`src/rtl/scard_status_pkg.sv`:
```
package scard_status_pkg;
  localparam int FLAG_N = 5;
  localparam int F_TEND = 0;
  localparam int F_RDF  = 1;
  localparam int F_PER  = 2;
  localparam int F_ERS  = 3;
  localparam int F_ORER = 4;

  typedef struct packed {
    logic loadTx;
    logic setTend;
    logic setErs;
    logic captureRx;
    logic setRdf;
    logic setPer;
    logic setOrer;
    logic clrRdfDma;
  } strobe_t;

  typedef enum logic {TX_IDLE = 1'b0, TX_BUSY = 1'b1} tx_state_e;
endpackage

```
`src/rtl/scard_status_ctrl.sv`:
```
module scard_status_ctrl
  import scard_status_pkg::*;
(
  input  logic    clk,
  input  logic    rstN,
  input  logic    cpuTxWr,
  input  logic    txDmaAck,
  input  logic    rxDmaAck,
  input  logic    evTxDone,
  input  logic    evTxErrSig,
  input  logic    evRxByte,
  input  logic    evRxParity,
  input  logic    evRxFrame,
  input  logic    rdfNow,
  output strobe_t stb,
  output logic    txLoad,
  output logic    txResend
);
  tx_state_e txState, txStateNext;
  logic      rxBad;

  assign rxBad = evRxParity | evRxFrame;

  always_comb begin
    stb         = '0;
    txStateNext = txState;
    stb.loadTx  = cpuTxWr | txDmaAck;
    if (txState == TX_BUSY) begin
      if (evTxErrSig) begin
        stb.setErs = 1'b1;
      end else if (evTxDone && !stb.loadTx) begin
        stb.setTend = 1'b1;
        txStateNext = TX_IDLE;
      end
    end
    if (stb.loadTx) txStateNext = TX_BUSY;

    if (evRxByte) begin
      if (evRxParity) stb.setPer = 1'b1;
      if (evRxFrame)  stb.setErs = 1'b1;
      if (!rxBad) begin
        if (rdfNow) begin
          stb.setOrer = 1'b1;
        end else begin
          stb.captureRx = 1'b1;
          stb.setRdf    = 1'b1;
        end
      end
    end
    stb.clrRdfDma = rxDmaAck;
  end

  always_ff @(posedge clk) begin
    if (!rstN) begin
      txState  <= TX_IDLE;
      txLoad   <= 1'b0;
      txResend <= 1'b0;
    end else begin
      txState  <= txStateNext;
      txLoad   <= stb.loadTx;
      txResend <= (txState == TX_BUSY) && evTxErrSig && !stb.loadTx;
    end
  end
endmodule

```
`src/rtl/scard_status_dp.sv`:
```
module scard_status_dp
  import scard_status_pkg::*;
#(
  parameter int DATA_W = 8
) (
  input  logic              clk,
  input  logic              rstN,
  input  strobe_t           stb,
  input  logic              txIe,
  input  logic              rxIe,
  input  logic [DATA_W-1:0] txDataIn,
  input  logic [DATA_W-1:0] rxByteIn,
  input  logic              stRdEn,
  input  logic              stWrEn,
  input  logic [FLAG_N-1:0] stWrData,
  output logic [FLAG_N-1:0] flags,
  output logic [DATA_W-1:0] rxData,
  output logic [DATA_W-1:0] txByte,
  output logic              txReq,
  output logic              rxReq,
  output logic              errReq
);
  logic [FLAG_N-1:0] armed;
  logic [FLAG_N-1:0] swClr;
  logic [FLAG_N-1:0] hwSet;
  logic [FLAG_N-1:0] hwClr;
  logic [FLAG_N-1:0] flagsNext;

  assign swClr = stWrEn ? (armed & ~stWrData) : '0;

  always_comb begin
    hwSet         = '0;
    hwClr         = '0;
    hwSet[F_TEND] = stb.setTend;
    hwSet[F_RDF]  = stb.setRdf;
    hwSet[F_PER]  = stb.setPer;
    hwSet[F_ERS]  = stb.setErs;
    hwSet[F_ORER] = stb.setOrer;
    hwClr[F_TEND] = stb.loadTx;
    hwClr[F_RDF]  = stb.clrRdfDma;
  end

  for (genvar i = 0; i < FLAG_N; i++) begin : g_flag
    assign flagsNext[i] = hwSet[i] ? 1'b1
                        : ((hwClr[i] | swClr[i]) ? 1'b0 : flags[i]);
  end

  always_ff @(posedge clk) begin
    if (!rstN) begin
      flags  <= FLAG_N'(1) << F_TEND;
      armed  <= '0;
      rxData <= '0;
      txByte <= '0;
      txReq  <= 1'b0;
      rxReq  <= 1'b0;
      errReq <= 1'b0;
    end else begin
      flags <= flagsNext;
      if (stRdEn)      armed <= flags;
      else if (stWrEn) armed <= '0;
      if (stb.captureRx) rxData <= rxByteIn;
      if (stb.loadTx)    txByte <= txDataIn;
      txReq  <= flags[F_TEND] & txIe;
      rxReq  <= flags[F_RDF] & rxIe;
      errReq <= (flags[F_PER] | flags[F_ERS] | flags[F_ORER]) & rxIe;
    end
  end
endmodule

```
`src/rtl/scard_status_top.sv`:
```
module scard_status_top
  import scard_status_pkg::*;
#(
  parameter int DATA_W = 8
) (
  input  logic              clk,
  input  logic              rstN,
  input  logic              txIe,
  input  logic              rxIe,
  input  logic              cpuTxWr,
  input  logic              txDmaAck,
  input  logic [DATA_W-1:0] txDataIn,
  input  logic              rxDmaAck,
  input  logic              evTxDone,
  input  logic              evTxErrSig,
  input  logic              evRxByte,
  input  logic              evRxParity,
  input  logic              evRxFrame,
  input  logic [DATA_W-1:0] rxByteIn,
  input  logic              stRdEn,
  input  logic              stWrEn,
  input  logic [4:0]        stWrData,
  output logic [4:0]        statusOut,
  output logic [DATA_W-1:0] rxData,
  output logic [DATA_W-1:0] txByte,
  output logic              txLoad,
  output logic              txResend,
  output logic              txReq,
  output logic              rxReq,
  output logic              errReq,
  output logic              txEndReq
);
  strobe_t stb;

  scard_status_ctrl u_ctrl (
    .clk(clk), .rstN(rstN), .cpuTxWr(cpuTxWr), .txDmaAck(txDmaAck),
    .rxDmaAck(rxDmaAck), .evTxDone(evTxDone), .evTxErrSig(evTxErrSig),
    .evRxByte(evRxByte), .evRxParity(evRxParity), .evRxFrame(evRxFrame),
    .rdfNow(statusOut[F_RDF]), .stb(stb), .txLoad(txLoad), .txResend(txResend)
  );

  scard_status_dp #(.DATA_W(DATA_W)) u_dp (
    .clk(clk), .rstN(rstN), .stb(stb), .txIe(txIe), .rxIe(rxIe),
    .txDataIn(txDataIn), .rxByteIn(rxByteIn), .stRdEn(stRdEn),
    .stWrEn(stWrEn), .stWrData(stWrData), .flags(statusOut),
    .rxData(rxData), .txByte(txByte), .txReq(txReq), .rxReq(rxReq),
    .errReq(errReq)
  );

  assign txEndReq = 1'b0;
endmodule

```
`config.mk`:
```
export PLATFORM = sky130hd
export DESIGN_NAME = scard_status_top
export DESIGN_NICKNAME = d
export VERILOG_FILES = /design/src/rtl/scard_status_pkg.sv /design/src/rtl/scard_status_ctrl.sv /design/src/rtl/scard_status_dp.sv /design/src/rtl/scard_status_top.sv
export SDC_FILE = /design/constraint.sdc
export NUM_CORES = 1
export LEC_CHECK = 0
export BUFFER_PORTS_ARGS = -buffer_cell sky130_fd_sc_hd__buf_2
export CORE_MARGIN = 1
export CORE_UTILIZATION = 35
export CTS_BUF_LIST = sky130_fd_sc_hd__clkbuf_4
export CTS_CLUSTER_DIAMETER = 40
export CTS_CLUSTER_SIZE = 24
export DETAILED_ROUTE_END_ITERATION = 6
export PLACE_DENSITY = 0.73
export SYNTH_ARGS = -nofsm -noshare
export SYNTH_HDL_FRONTEND = slang
export SYNTH_HIERARCHICAL = 1
export SYNTH_SLANG_ARGS = --single-unit
```
`constraint.sdc`:
```
create_clock -name clk -period 1.6 [get_ports clk]
set_clock_uncertainty 0.15 [all_clocks]
set_input_delay 0.32 -clock clk [delete_from_list [all_inputs] [get_ports clk]]
set_output_delay 0.32 -clock clk [all_outputs]
set_load 0.01 [all_outputs]
```
Yosys cells after proc, flatten, opt, wreduce, memory -nomap -nowiden
Index checks and enable logic that the tools add are counted.
- output and inout port bits: 27
- flip-flop bits (word level): 32
- word-level logic and storage cells: 62
- bits of input ports: 35
- bitwise operators: 12
- multiplexer cells: 26
- reductions and logical operators: 10
- operators with widths (operator ; count):
    5-bit two-way mux ; 4
    1-bit two-way mux ; 19
    2-bit nonzero test ; 5
    2-bit two-way mux ; 3
    1-bit OR ; 6
    5-bit AND ; 1
    5-bit NOT ; 1
    1-bit AND ; 3
    1-bit logical AND ; 3
    2-bit OR reduction ; 1
    1-bit logical NOT ; 1
    1-bit NOT ; 1

Longest topological paths before layout
- depth after elaboration: 9
- gate-level depth with buffers: 5
- mapped depth without buffers: 4

Modules after synthesis
Netlist, hierarchy kept.
- modules (own cells, without submodules) (module ; area each (um^2) ; times used ; seq. area each (um^2) ; cells an instance):
    scard_status_dp ; 1102.3 ; 1 ; 580.6 ; 102
    scard_status_ctrl ; 166.4 ; 1 ; 60.1 ; 18
    scard_status_top ; 11.3 ; 1 ; 0.0 ; 2

Worst setup path before layout
OpenSTA, ideal clock, no wires.
- path type: flip-flop to flip-flop
- start point: reg u_dp.flags[1]
- end point: reg u_dp.rxData[0]
- period minus slack after synthesis: 1459 ps
- arrival time: 1193 ps
- path buffers: 2
- stages on the path, launching flop included: 6
- library setup time: 116 ps
- data required time: 1334 ps
- slack: 141 ps
- path through: dfxtp_1 > nor4b_2 > buf_4 > buf_2 > mux2i_1 > nor2b_1
- RTL lines (what ; RTL line ; text):
    start, declared ; scard_status_dp.sv:16 ; output logic [FLAG_N-1:0] flags,
    start signal, assigned ; scard_status_dp.sv:50 ; flags <= FLAG_N'(1) << F_TEND;
    start signal, assigned ; scard_status_dp.sv:58 ; flags <= flagsNext;
    end signal, assigned ; scard_status_dp.sv:61 ; if (stb.captureRx) rxData <= rxByteIn;
    end, declared ; scard_status_dp.sv:17 ; output logic [DATA_W-1:0] rxData,

Final worst setup path
- start point: reg u_dp.flags[1]
- end point: out statusOut[1]
- RTL lines (what ; RTL line ; text):
    end, declared ; scard_status_top.sv:23 ; output logic [4:0] statusOut,
No word-level cell between the ends.

==> summary.md <==
| Metric | Value |
|---|---|
| Power per cell area | 905 nW/µm² |
| CTS clk-pin slew, worst paths | 0.10 ns |
| Largest cells by area after synthesis | dfxtp_1, mux2i_1, nor2b_1 |
| First-pass GRT wire length | 4.42 mm |
| Total power | 1.50 mW |
| Detailed Routing Iterations Pass 1 | 2 |
| Synth Net Count | 157 |
| Setup-failing EPs final | 0 |
| Combinational share of power | about an eighth |
| Synth cell types | 26 |
| Outcome | finished, final reports clean |
| CTS sink cnt | 32 |
| Setup TNS | 0 ns |
| Post-synth ARST share | 0% |
| Clk buf depth | 2 |
| Antenna diode count | 0 |
| Mapped Area | 1280 µm² |
| Register share of total power | 57.2% |
| Post-Syn Instances | 122 |
| WP data arrival | 0.92 ns |
| Crit-path leading delay family | flip-flops |
| Global router's overall resource usage | 14.6% |
| Seq cells post-synth | 32 |
| RSZ-0062 raised after global routing | false |
| Compound-Gate Fraction of Synth Area | 7.43% |
| DR vias/cell | approximately 4.6 |
| Clock Power Share | 30.3% |
| Worst-path cell chain | buf_2 |
| Core ar. | 3420 µm² |
| Wire length per cell | 11.3 µm |
| Worst path max stage delay | 0.43 ns |
| Worst-Skew Late Latency | 0.33 ns |
| Main flop type after synthesis | dfxtp_1 |
| Initial core utilization | 37.5% |
| Die width | 62.5 µm |
| Die area | 3900 µm² |
| Postcts setup bufs | 0 |
| Critical Path Source Type | flip-flop |
| Fmax | 0.719 GHz |
| Largest net degree at the start of global routing | 18 |
| Max stage delay cell, worst path | dfxtp_1 |
| Post-synth top area share | 50.0% |
| Leading cell types by count after synthesis | dfxtp_1, nor2b_1, mux2i_1 |
| Initial antenna violation count | 0 |
| Crit. End Element | output port |
| Via count | about 1.0k |
| CTS tree | done |
| Synth Area in Adders | 0% |
| Final Hold Fails | 0 |
| Number of CTS-inserted buffers | 5 |
| DP HPWL | 1.94 mm |
| WL final | between 2 and 3 mm |
| Post-route cell area | 1650 µm² |
| Total of max-cap violations | 0 |
| Multiplexer share of the synthesized area | between 10% and 20% |
| Final Wtd Congestion | 0.807 |
| Final Cycle Share | 87.0% |
| Yosys top cell by area | dfxtp_1 |
| Buf+Inv Stages, Crit Path | 1 |
| Synthesis-to-finish area growth | 29.2% |
| Syn Area/Cell | about 10 µm² |
| Grt ovf | 0 |
| Vias in the first global route | 1046 |
| Hold Crit Class | input port to flip-flop |
| Hold_buf cts | 0 |
| Int Power | roughly 1.1 mW |
| IO Port Bufs | 60 |
| Xor/xnor cell area share of the yosys netlist | 0% |
| Antenna Nets Post-Route | 0 |
| Final worst setup slack | ~0.21 ns |
| 1st-iter DRT viols | 26 |
| Sequential share of the synthesized area | 50.0% |
| Switch share | between 20% and 30% |
| Static leakage | 0.811 nW |
| Max FO, Critical Path | 6 |
| Depth of the CTS H-tree | 2 |
| Net Switching | 0.380 mW |
| Post-synth EDFFs | 0 |
| Number of core rows | 21 |
| Synth Area in Simple Gates | 24.2% |
| IO Pins | 62 |
| Fraction of layout cells with a size suffix above 1 | 39.3% |
| Max VDD drop | 0.000423 V |
| Pre-CTS setup slack | about 0.11 ns |
| Post-DP Area | ~1600 µm² |
| Count leader, synth | dfxtp_1 |
| Final net count | 217 |
| Pins over their slew limit | 0 |
| Largest family of logic cells by synthesized area | simple AND/OR/NAND/NOR gates |
| Required @ worst endpoint | 1.13 ns |
| Post-layout util | 48.4% |
| Number of remaining DRC errors | 0 |
| Yosys warns | 6 |
| Minimum clock period | 1.39 ns |
| CTS resizes | 0 |
| Root Driver | clkbuf_4 |
| Kind of critical path | flip-flop to output port |
| Chip Height | 62.5 µm |
==> worst register-to-register path, cell delays in order (launching register included) <==
cell	delay [ns]
dfxtp_1	0.37
nor4b_2	0.23
buf_4	0.24
mux2i_1	0.20
nor2b_1	0.05
==> stage by stage <==
step / instances / hold slack [ns]
6_report: 229 / 0.0655
5_1_grt: 229 / 0.0393
4_1_cts: 229 / 0.0518
3_5_place_dp: 221 / 0.337
3_3_place_gp: 221 / 0.334
2_1_floorplan: 122 / 0.304
==> path summary, 6_finish.rpt <==
kind	from	end	slack [ns]	cells after the start
setup / recovery	u_dp/flags[1]	statusOut[1]	0.21	1
hold reg to reg	u_dp/flags[3]	u_dp/armed[3]	0.35	2
setup reg to reg	u_dp/flags[1]	u_dp/rxData[6]	0.26	4
hold / removal	txIe	u_dp/txReq	0.07	2
==> cells by family after synthesis <==
group,after synthesis
AOI/OAI and AO/OA,14
buffers and inverters,13
DFF,32
muxes,16
other,1
and+or+nand+nor,46
==> cell usage in the layout (no fill, tap or decap), types with 3 or more instances in the layout <==
master    Yosys  routed
a21boi_1      5       5
nor4bb_1      3       3
nor2_1        3       3
inv_1         4       4
and3_1        3       3
dfxtp_1      32      32
nand2_1       7       7
buf_2         2      60
clkbuf_4      0       6
or3b_1        5       5
mux2i_1      16      16
nor2b_1      17      17
o21ai_0       6       6
==> final cells by class <==
| type | count | area [µm²] |
|---|---|---|
| clock buffer | 6 | 45.0 |
| sequential | 32 | 641 |
| clock inverter | 2 | 11.3 |
| inverter | 4 | 15.0 |
| tap | 46 | 57.6 |
| multi-input combinational | 77 | 569 |
| timing repair buffer | 62 | 315 |
| fill | 349 | 1760 |
==> sequential cells by signal, indices dropped and copies added (netlist names) <==
name,flops
u_dp/rxData,8
u_dp/txByte,8
u_dp/armed,5
u_dp/flags,5
u_ctrl/txLoad,1
u_ctrl/txResend,1
u_ctrl/txState,1
u_dp/errReq,1
u_dp/rxReq,1
u_dp/txReq,1
==> power groups by stage <==
stage          combinational [mW]  sequential (mW)  clock (mW)
2_1_floorplan              0.0890            0.888           0
3_3_place_gp                0.188            0.875           0
3_5_place_dp                0.190            0.875           0
4_1_cts                     0.190            0.857       0.475
5_1_grt                     0.208            0.862       0.516
6_report                    0.188            0.857       0.454
==> per-layer routing <==
| metal | vias to the layer above | track usage (%) | share of wire [%] |
|---|---|---|---|
| met4 | 0 | 8.72 | 1.8 |
| met5 | - | 0 | 0 |
| met2 | 26 | 26.4 | 53 |
| met3 | 5 | 4.38 | 4.0 |
| met1 | 481 | 14.7 | 41 |
| li1 | 535 | - | - |
(Power assumes the default switching activity.)
